**src/rtl/rx_pkt_monitor.sv**
```systemverilog
module rx_pkt_monitor #(
  parameter int WORDS = 4,
  parameter int CH_W  = 8,
  parameter int LEN_W = 16,
  parameter int CNT_W = 16,
  localparam int NW_W = $clog2(WORDS + 1)
) (
  input  logic             clk,
  input  logic             rst_n,
  input  logic             clr,
  input  logic             rx_sop,
  input  logic [CH_W-1:0]  rx_chan,
  input  logic [NW_W-1:0]  rx_nwords,
  input  logic [3:0]       rx_eop_code,
  input  logic             rx_err,
  input  logic             rx_crc_err,
  output logic             rec_vld,
  output logic [CH_W-1:0]  rec_chan,
  output logic [LEN_W-1:0] rec_len,
  output logic             rec_bad,
  output logic [CNT_W-1:0] good_cnt,
  output logic [CNT_W-1:0] bad_cnt,
  output logic [CNT_W-1:0] crc_cnt,
  output logic [CNT_W-1:0] viol_cnt
);

  logic             open_q, bad_q;
  logic [CH_W-1:0]  chan_q;
  logic [LEN_W-1:0] len_q;

  wire beat     = rx_nwords != '0;
  wire code_bad = rx_eop_code == 4'b0001;
  wire code_end = rx_eop_code[3] | code_bad;
  wire start    = beat & rx_sop;
  wire abort    = start & open_q;
  wire cont     = beat & ~rx_sop & open_q;
  wire orphan   = beat & ~rx_sop & ~open_q;

  wire [3:0]       last_b = (rx_eop_code[2:0] == 3'd0) ? 4'd8 : {1'b0, rx_eop_code[2:0]};
  wire [LEN_W-1:0] full_b = LEN_W'(rx_nwords) << 3;
  wire [LEN_W-1:0] beat_b = (code_end & ~code_bad) ? (full_b - LEN_W'(8) + LEN_W'(last_b)) : full_b;
  wire [LEN_W:0]   sum    = {1'b0, len_q} + {1'b0, beat_b};
  wire [LEN_W-1:0] len_add = sum[LEN_W] ? '1 : sum[LEN_W-1:0];

  logic             n_vld, n_bad;
  logic [CH_W-1:0]  n_chan;
  logic [LEN_W-1:0] n_len;

  always_comb begin
    n_vld  = 1'b0;
    n_bad  = 1'b0;
    n_chan = chan_q;
    n_len  = len_q;
    if (abort) begin
      n_vld = 1'b1;
      n_bad = 1'b1;
    end else if (start & code_end) begin
      n_vld  = 1'b1;
      n_chan = rx_chan;
      n_len  = beat_b;
      n_bad  = rx_err | code_bad;
    end else if (cont & code_end) begin
      n_vld = 1'b1;
      n_len = len_add;
      n_bad = bad_q | rx_err | code_bad;
    end
  end

  wire good_inc = n_vld & ~n_bad;
  wire bad_inc  = n_vld & n_bad;
  wire viol_inc = orphan | (abort & code_end);

  always_ff @(posedge clk or negedge rst_n) begin
    if (!rst_n) begin
      open_q <= 1'b0;
      bad_q  <= 1'b0;
      chan_q <= '0;
      len_q  <= '0;
    end else if (start & ~code_end) begin
      open_q <= 1'b1;
      chan_q <= rx_chan;
      len_q  <= beat_b;
      bad_q  <= rx_err;
    end else if (abort) begin
      open_q <= 1'b0;
    end else if (cont) begin
      if (code_end) begin
        open_q <= 1'b0;
      end else begin
        len_q <= len_add;
        bad_q <= bad_q | rx_err;
      end
    end
  end

  always_ff @(posedge clk or negedge rst_n) begin
    if (!rst_n) begin
      rec_vld  <= 1'b0;
      rec_bad  <= 1'b0;
      rec_chan <= '0;
      rec_len  <= '0;
    end else begin
      rec_vld <= n_vld;
      if (n_vld) begin
        rec_bad  <= n_bad;
        rec_chan <= n_chan;
        rec_len  <= n_len;
      end
    end
  end

  always_ff @(posedge clk or negedge rst_n) begin
    if (!rst_n) begin
      good_cnt <= '0;
      bad_cnt  <= '0;
      crc_cnt  <= '0;
      viol_cnt <= '0;
    end else if (clr) begin
      good_cnt <= '0;
      bad_cnt  <= '0;
      crc_cnt  <= '0;
      viol_cnt <= '0;
    end else begin
      if (good_inc && good_cnt != '1)   good_cnt <= good_cnt + 1'b1;
      if (bad_inc && bad_cnt != '1)     bad_cnt  <= bad_cnt + 1'b1;
      if (rx_crc_err && crc_cnt != '1)  crc_cnt  <= crc_cnt + 1'b1;
      if (viol_inc && viol_cnt != '1)   viol_cnt <= viol_cnt + 1'b1;
    end
  end

endmodule

```
**config.mk**
```make
export PLATFORM = sky130hd
export DESIGN_NAME = rx_pkt_monitor
export DESIGN_NICKNAME = d
export VERILOG_FILES = /design/src/rtl/rx_pkt_monitor.sv
export SDC_FILE = /design/constraint.sdc
export NUM_CORES = 1
export LEC_CHECK = 0
export BUFFER_PORTS_ARGS = -buffer_cell sky130_fd_sc_hd__buf_4
export CAP_MARGIN = 15
export CORE_ASPECT_RATIO = 2
export CORE_MARGIN = 8
export CORE_UTILIZATION = 45
export DETAILED_ROUTE_END_ITERATION = 16
export PLACE_DENSITY = 0.67
export SLEW_MARGIN = 20
export SYNTH_ARGS = -nofsm -noshare
export SYNTH_HDL_FRONTEND = slang
export SYNTH_SLANG_ARGS = --single-unit
```
**constraint.sdc**
```tcl
create_clock -name clk -period 5.88 [get_ports clk]
set_input_delay 0.294 -clock clk [delete_from_list [all_inputs] [get_ports clk]]
set_output_delay 0.294 -clock clk [all_outputs]
set_load 0.02 [all_outputs]
```
* Word level (Yosys, flattened, before mapping) *
Cells that the tools add are included.

cells by class
  $add $sub $neg = 7
  equal/unequal tests = 7
  mux-type cells = 34
  bitwise operators = 22
  reductions and logical operators = 15

operators with widths
  kind                     count
  $mux W16                 17
  $add A16 B1 Y16 const B  4
  $ne A16 B16 Y1 const B   4
  $add A16 B16 Y17         1
  $mux W8                  2
  $mux W1                  14
  $and A1 B1 Y1            12
  $reduce_bool A2 Y1       5
  $reduce_bool A3 Y1       3
  $add A7 B5 Y8            1
  $sub A6 B4 Y7 const B    1
  $not A1 Y1               5
  $or A1 B1 Y1             5
  $eq A4 B1 Y1 const B     1
  $logic_and A1 B1 Y1      4
  $mux W4                  1
  $ne A2 B1 Y1 const B     2
  $logic_not A3 Y1         1
  $reduce_and A3 Y1        1
  $reduce_and A2 Y1        1

storage, ports and cells
  flip-flop bits (word level) = 116
  bits of input ports = 21
  output and inout port bits = 90
  word-level logic and storage cells = 97

* Logic depth before layout (Yosys ltp) *
Gate-level depths: netlist of run 1.

  depth in word-level cells = 12
  gate-level depth with buffers = 15
  depth with buffers taken out = 14

* Least setup slack after synthesis of run 1 *
No wires, ideal clock.

  path type = input-to-reg
  from = input port rx_nwords[0]
  to = register len_q[13]
  setup time = 0.135 ns
  arrival = 2.881 ns
  data required time = 5.745 ns
  path slack = 2.864 ns
  stages = 14
  path buffers = 1
  cells stage by stage = inv_1 > ha_1 > inv_1 > ha_1 > nand2_1 > and4b_1 > ha_1 > clkbuf_1 > a21o_1 > a211oi_1 > o22ai_1 > or3_1 > a21oi_1 > o21ai_0

on the way
  longest elaborated chain between the ends = 9

ends and longest elaborated chain
  element               line  text
  from (decl)           13    input logic [NW_W-1:0] rx_nwords,
  $sub A6 B4 Y7         41    wire [LEN_W-1:0] beat_b = (code_end & ~code_bad) ? (full_b - LEN_W'(8) + LEN_W'(last_b)) : full_b;
  $add A7 B5 Y8         41
  $mux W16              41
  $add A16 B16 Y17      42    wire [LEN_W:0] sum = {1'b0, len_q} + {1'b0, beat_b};
  $mux W16              43    wire [LEN_W-1:0] len_add = sum[LEN_W] ? '1 : sum[LEN_W-1:0];
  $mux W16              87    if (code_end) begin
  $mux W16              86    end else if (cont) begin
  $mux W16              84    end else if (abort) begin
  $mux W16              79    end else if (start & ~code_end) begin
  to (signal assigned)  82    len_q <= beat_b;
  to (signal assigned)  90    len_q <= len_add;
  to (decl)             29    logic [LEN_W-1:0] len_q;

Parallel ways exist; a longest one is shown, timed or not. The select of a mux whose other input is x is not followed.
A chain may end at the register's enable or synchronous reset.

* Worst setup path after layout of run 1 *
  from = input port rx_nwords[0]
  to = register len_q[5]

The elaborated chain is that of the path after synthesis.

==> flow_metrics.tcl, run 1 <==
set metrics [dict create \
    yosysSeqAreaShare_pct 43.4 \
    pwr-share-clk_pct 44.0 \
    hp-start "rx_chan[0]" \
    rsz0062_at_grt "no" \
    io-pin-count 111 \
    clock-sinks 116 \
    internal_power_uw 1770 \
    coreArea_um2 14700 \
    fillers 1390 \
    async_reset_ff_share_pct 100 \
    die_h_um 189 \
    ir_drop_uv 198 \
    cap_violations 0 \
    grt_max_degree 66 \
    cts_max_level 4 \
    dp_cells 1018 \
    slew_headroom_pct 37.2 \
    path_class "in -> reg" \
    cts_tree "yes" \
    hpwlAfterDp_um 12700 \
    antenna_found_initial 0 \
    first_global_vias 5783 \
    fin_crit_ns 3.27 \
    cts_root_buf "clkbuf_16" \
    drc_errors 0 \
    switching_share_pct 29.5 \
    place_congestion 0.914 \
    vias 5901 \
    end_kind "flop" \
    grtUsageTotal_pct 18.8 \
    wl_um 17500 \
    critPathLaunch "rx_nwords[0]" \
    avgSynthCellArea_um2 9.08 \
    via_per_inst 5.62 \
    numCtsBuffers 17 \
    worst_clock_skew_ns 0.0105 \
    synth-main-ff-cell "dfrtp_1" \
    required_ns 6.17 \
    report.final.slew_viol_count 0 \
    wl_per_cell_um 16.7 \
    finalSetupTns_ns 0 \
    clockBufferDepth 2 \
    syn_area_um2 6700 \
    drt-pass1-iter-count 7 \
    seqCellArea_um2 2900 \
    portBuffers 110 \
    dieWidth_um 102 \
    grt_pass1_wl_um 29200 \
    cpMostUsedCell "ha_1" \
    yosysTopAreaCell "dfrtp_1" \
    drtAntennaViolNets 0 \
    n_antenna_cell 0 \
    drive_above_1_share_pct 18.4 \
    power_switching_uw 739 \
    clk_latency_ns 0.41 \
    crit_chain "buf_4 -> inv_1 -> ha_1 -> inv_1 -> ha_1 -> nand2_1 -> and4b_1 -> ha_1 -> and2_0 -> nand2b_1 -> o2111ai_1 -> o21ai_1 -> buf_4 -> o21a_1 -> a221o_1" \
    synth_top_area_share_pct 43.4 \
    placementRows 63 \
    synth-seq-cells 116 \
    critical-path-slowest-cell "and4b_1" \
    path_max_fanout 12 \
    hold_violations 0 \
    postCtsSetupRepairBufs 0 \
    power_density_nw_per_um2 302 \
    synth_xor_area_share_pct 8.50 \
    worstMarginPinSlew_ns 0.942 \
    synth_edf_count 0 \
    synthMuxAreaShare_pct 1.83 \
    critPathLaunchType "input pin" \
    hold_class "in -> reg" \
    crit_arrival_ns 3.56 \
    syn_inst 737 \
    fin_crit_sh_pct 55.6 \
    ys_warn_count 0 \
    synth_compound_area_share_pct 14.8 \
    dieArea_um2 19300 \
    synth_top_family_by_area "simple AND/OR/NAND/NOR gates" \
    synthAdderAreaFrac_pct 4.78 \
    setup_viol 0 \
    multi_input_area_um2 3560 \
    yosys-top-cells-area "dfrtp_1, nor2_1, xor2_1" \
    drt_iter0_drc 364 \
    gr-total-overflow 0 \
    synth_cell_types 66 \
    fin_cells 1050 \
    synth-simple-area-share_pct 23.3 \
    r2r_start "len_q[0]" \
    crit_path_max_incr_delay_ns 0.56 \
    start_util_pct 45.7 \
    num-nets-final 889 \
    status "complete, no violations" \
    p_seq_share_pct 37.1 \
    fmax_mhz 306 \
    path_clk_slew_ns 0.06 \
    pwr-share-comb_pct 18.9 \
    p_leak_uw 0.00396 \
    synth_nets 783 \
    syn_to_final_growth_pct 24.0 \
]
-- final timing paths --
kind,to,slack (ns),depth (start not counted)
setup / recovery,len_q[5],2.61,15
hold / removal,chan_q[0],0.09,3
setup reg to reg,len_q[5],2.97,9
hold reg to reg,chan_q[1],0.48,2
max in group asynchronous,good_cnt[13],4.12,3
min in group asynchronous,rec_len[9],0.46,2
-- worst max-delay path, delay by kind of cell --
family | cells | cell delay, ns
AO/OA/AOI/OAI | 4 | 0.81
adder cells (fa/ha/maj) | 3 | 0.92
buffers and inverters | 4 | 0.44
AND/OR/NAND/NOR | 4 | 1.08
-- synth_stat cells (all sizes together), types with 3 or more instances --
| cell type | n |
|---|---|
| a222oi | 8 |
| and2 | 12 |
| nand2 | 87 |
| nor3b | 4 |
| nand2b | 4 |
| nand3 | 34 |
| clkbuf | 19 |
| a31oi | 4 |
| and4 | 11 |
| o221ai | 7 |
| o211ai | 4 |
| and3 | 14 |
| o21a | 4 |
| or4 | 4 |
| xnor2 | 27 |
| mux2i | 10 |
| a21o | 5 |
| nor2 | 90 |
| inv | 31 |
| xor2 | 38 |
| o21ai | 30 |
| a21oi | 41 |
| a221oi | 5 |
| o22ai | 3 |
| o2111ai | 7 |
| nand4 | 17 |
| ha | 24 |
| nor3 | 20 |
| or3 | 7 |
| buf | 7 |
| nor2b | 4 |
| dfrtp | 116 |
| nor4 | 4 |
| a41oi | 3 |
-- layer usage --
| layer | GRT usage (%) | part of all wire (%) | up-vias |
|---|---|---|---|
| met3 | 4.95 | 6.1 | 15 |
| met5 | 0 | 0 | - |
| met1 | 25.6 | 46 | 2857 |
| met4 | 5.07 | 1.5 | 0 |
| li1 | - | - | 2866 |
| met2 | 28.5 | 47 | 163 |
-- metrics by stage --
stage / total power, µW / setup WS [ns] / hold slack, ns / util, % / area (µm²)
floorplan: 1230 / 2.86 / -0.00159 / - / 6700
global placement: 1410 / 2.30 / 0.366 / 52.3 / 7670
detailed placement: 1410 / 2.23 / 0.377 / 52.3 / 7670
CTS: 2520 / 2.65 / 0.0767 / 56.6 / 8300
global route: 2620 / 2.39 / 0.0813 / 56.6 / 8300
finish: 2510 / 2.61 / 0.0909 / 56.6 / 8300
-- power groups by stage --
stage / Combinational [µW] / Sequential [µW] / Clock (µW)
6_report: 473 / 930 / 1100
4_1_cts: 474 / 930 / 1120
5_1_grt: 525 / 939 / 1160
3_5_place_dp: 470 / 942 / 0
3_3_place_gp: 467 / 942 / 0
2_1_floorplan: 255 / 978 / 0
-- cells by family after synthesis --
family                     count (synthesis)
buffers and inverters                     57
AOI/OAI and AO/OA                        142
and+or+nand+nor                          320
xor gates and xnor gates                  65
DFF                                      116
adders and majority gates                 25
muxes                                     12
-- sequential cells by signal, indices dropped and copies added (netlist names) --
name and cells:
bad_cnt 16, bad_q 1, chan_q 8, crc_cnt 16
good_cnt 16, len_q 16, open_q 1, rec_bad 1
rec_chan 8, rec_len 16, rec_vld 1, viol_cnt 16
-- timing repair --
| action | in CTS | in global routing |
|---|---|---|
| resized for setup | 0 | 0 |
| hold endpoints to repair | 51 | 0 |
| hold buffers | 1 | 0 |
-- area by class of cell --
| cell class | count | area share (%) |
|---|---|---|
| multi-input cells | 564 | 42.9 |
| flip-flops and latches | 116 | 35.0 |
| repair buffers | 113 | 10.2 |
| clock buffers | 17 | 5.12 |
| well taps | 195 | 2.94 |
| clock inverters | 14 | 2.41 |
| inverters | 31 | 1.40 |
-- placed cells by master, fill, tap and decap left out, drive strengths merged, types with 3 or more instances in the layout --
cell type,n
a31oi,4
nor2,90
nor3,20
dfrtp,116
o221ai,7
xnor2,27
mux2i,10
o2111ai,7
clkinv,3
buf,112
or3,7
a21oi,41
and4,11
o211ai,4
and3,14
nand2b,4
nand3,34
xor2,38
o21a,4
clkbuf,17
o22ai,3
o21ai,30
bufinv,4
nor3b,4
ha,24
or4,4
a21o,5
a41oi,3
inv,35
a222oi,8
a221oi,5
nand2,87
nor4,4
nand4,17
and2,12
clkinvlp,3
nor2b,4
Note: power is estimated with default switching activity, not from simulation.
==> run 2: changes to the inputs <==
Clock period 5.88 ns to 3.3 ns, I/O delays scaled along.
==> run 2 against run 1 <==
Against the previous run:
- flip-flop and latch count is the same
- sequential share of layout area fell by 0.67 points
- first-iteration DRC count fell by 8.5%
- clock power is 75% higher
- final area rose by 2.0%
- sequential power is 77% higher
- global-route usage up 0.28 points
- register-to-register slack lost 2.4 ns
- combinational power rose by 85%
- largest power group unchanged
- highest routed layer unchanged
==> flow_metrics.tcl, run 2 (synthesis results as in run 1) <==
set metrics [dict create \
    status "complete, no violations" \
    cts_resized 0 \
    crit_arrival_ns 3.24 \
    dr_wl_met2_um 8600 \
    cts_max_level 4 \
    io-pin-count 111 \
    required_ns 3.59 \
    cts_root_buf "clkbuf_16" \
    drt-pass1-iter-count 5 \
    portBuffers 110 \
    fin_crit_sh_pct 89.5 \
    fillers 1325 \
    placementRows 63 \
    path_clk_slew_ns 0.06 \
    wl_met1_um 8050 \
    p_leak_uw 0.00405 \
    fin_crit_ns 2.95 \
    gr-total-overflow 0 \
    hold_violations 0 \
    worst_clock_skew_ns 0.0129 \
    final_common_cell "buf_4" \
    rsz0062_at_grt "no" \
    wl_per_cell_um 17.0 \
    numCtsBuffers 17 \
    ir_drop_uv 350 \
    path_class "in -> reg" \
    endpoint "len_q[5]" \
    cts.hold.buffers_added 9 \
    dieWidth_um 102 \
    grtUsageTotal_pct 19.1 \
    hold_class "in -> reg" \
    hpwlAfterDp_um 12900 \
    path_max_fanout 11 \
    postCtsSetupRepairBufs 0 \
    r2r_slack_ns 0.54 \
    met3_length_um 1230 \
    whs_ns 0.0566 \
    drt_iter0_drc 333 \
    clk_latency_ns 0.41 \
    reg2regPathDepth 9 \
    wl_um 18200 \
    grt_pass1_wl_um 29600 \
    syn_to_final_growth_pct 26.4 \
    drive_above_1_share_pct 19.1 \
    drc_errors 0 \
    clock-sinks 116 \
    coreArea_um2 14700 \
    vias 5999 \
    end_kind "flop" \
    r2r_end "len_q[5]" \
    setup_viol 0 \
    cap_violations 0 \
    clockBufferDepth 2 \
    fmax_mhz 339 \
    layout_common_cells "buf_4, dfrtp_1, nor2_1" \
    die_h_um 189 \
    antenna_found_initial 0 \
    drtAntennaViolNets 0 \
    n_antenna_cell 0 \
    worstMarginPinSlew_ns 0.963 \
    dieArea_um2 19300 \
    first_global_vias 5794 \
    finalSetupTns_ns 0 \
    start_util_pct 45.7 \
    critPathLaunch "rx_eop_code[0]" \
    via_per_inst 5.61 \
    slew_headroom_pct 35.7 \
    critPathLaunchType "input pin" \
    place_congestion 0.886 \
    report.final.slew_viol_count 0 \
    num-nets-final 908 \
    highest_layer "met4" \
    grt_max_degree 65 \
    power_density_nw_per_um2 526 \
    r2r_start "len_q[0]" \
    cts_tree "yes" \
]
## run 2: cell count changes in the layout (fill, tap and decap cells not counted), sizes merged
| cell | delta |
|---|---|
| buf | +11 |
| clkbuf | +1 |
| clkinv | +2 |
| dlygate4sd3 | +8 |
| inv | -3 |
## run 2: worst min-delay path by stage
stage                     startpoint         end  slack, ns  cells after the start
final                     rx_crc_err  crc_cnt[1]       0.06                      3
after global routing      rx_crc_err  crc_cnt[1]       0.06                      3
after global placement         rst_n  rec_len[9]       0.32                      1
after detailed placement       rst_n  rec_len[9]       0.32                      1
after floorplan                rst_n  bad_cnt[0]      -0.13                      0
after CTS                 rx_crc_err  crc_cnt[1]       0.05                      3
## run 2: cell type report
type                            count  area [µm²]  area share, %
Tap cell                          195         244           2.88
Multi-Input combinational cell    564        3560           42.1
Inverter                           31         116           1.37
Clock buffer                       18         429           5.07
Sequential cell                   116        2900           34.3
Timing Repair Buffer              132        1030           12.1
Clock inverter                     13         184           2.17
## run 2: through the flow
stage	total power, µW	utilization, %	instance area, µm²	cells	worst slack, ns
after floorplan	2200	-	6700	737	0.413
after global placement	2530	52.9	7760	1029	0.118
after detailed placement	2540	52.9	7760	1029	0.00410
after CTS	4490	57.7	8470	1069	0.391
after global routing	4660	57.7	8470	1069	0.146
final	4450	57.7	8470	1069	0.348
## run 2: layer usage
layer,vias to the layer above,GRT usage (%)
met3,15,4.03
met5,-,0
met4,0,6.03
met2,205,30.3
met1,2878,25.0
li1,2901,-
## run 2: critical path, cell delays in order
cell       delay [ns]
buf_4            0.12
nor3_1           0.18
ha_1             0.23
ha_1             0.20
xor2_1           0.17
nand2_1          0.09
xnor2_1          0.30
ha_1             0.38
nand3_1          0.14
o2111ai_2        0.14
o2111ai_1        0.34
o21ai_1          0.14
buf_4            0.20
o21a_1           0.19
a221o_1          0.25
## run 2: where the power goes
part,total (µW),switching [µW],internal (µW)
Clock,1930,669,1260
Sequential,1650,102,1550
Combinational,875,523,352
Total,4450,1290,3160
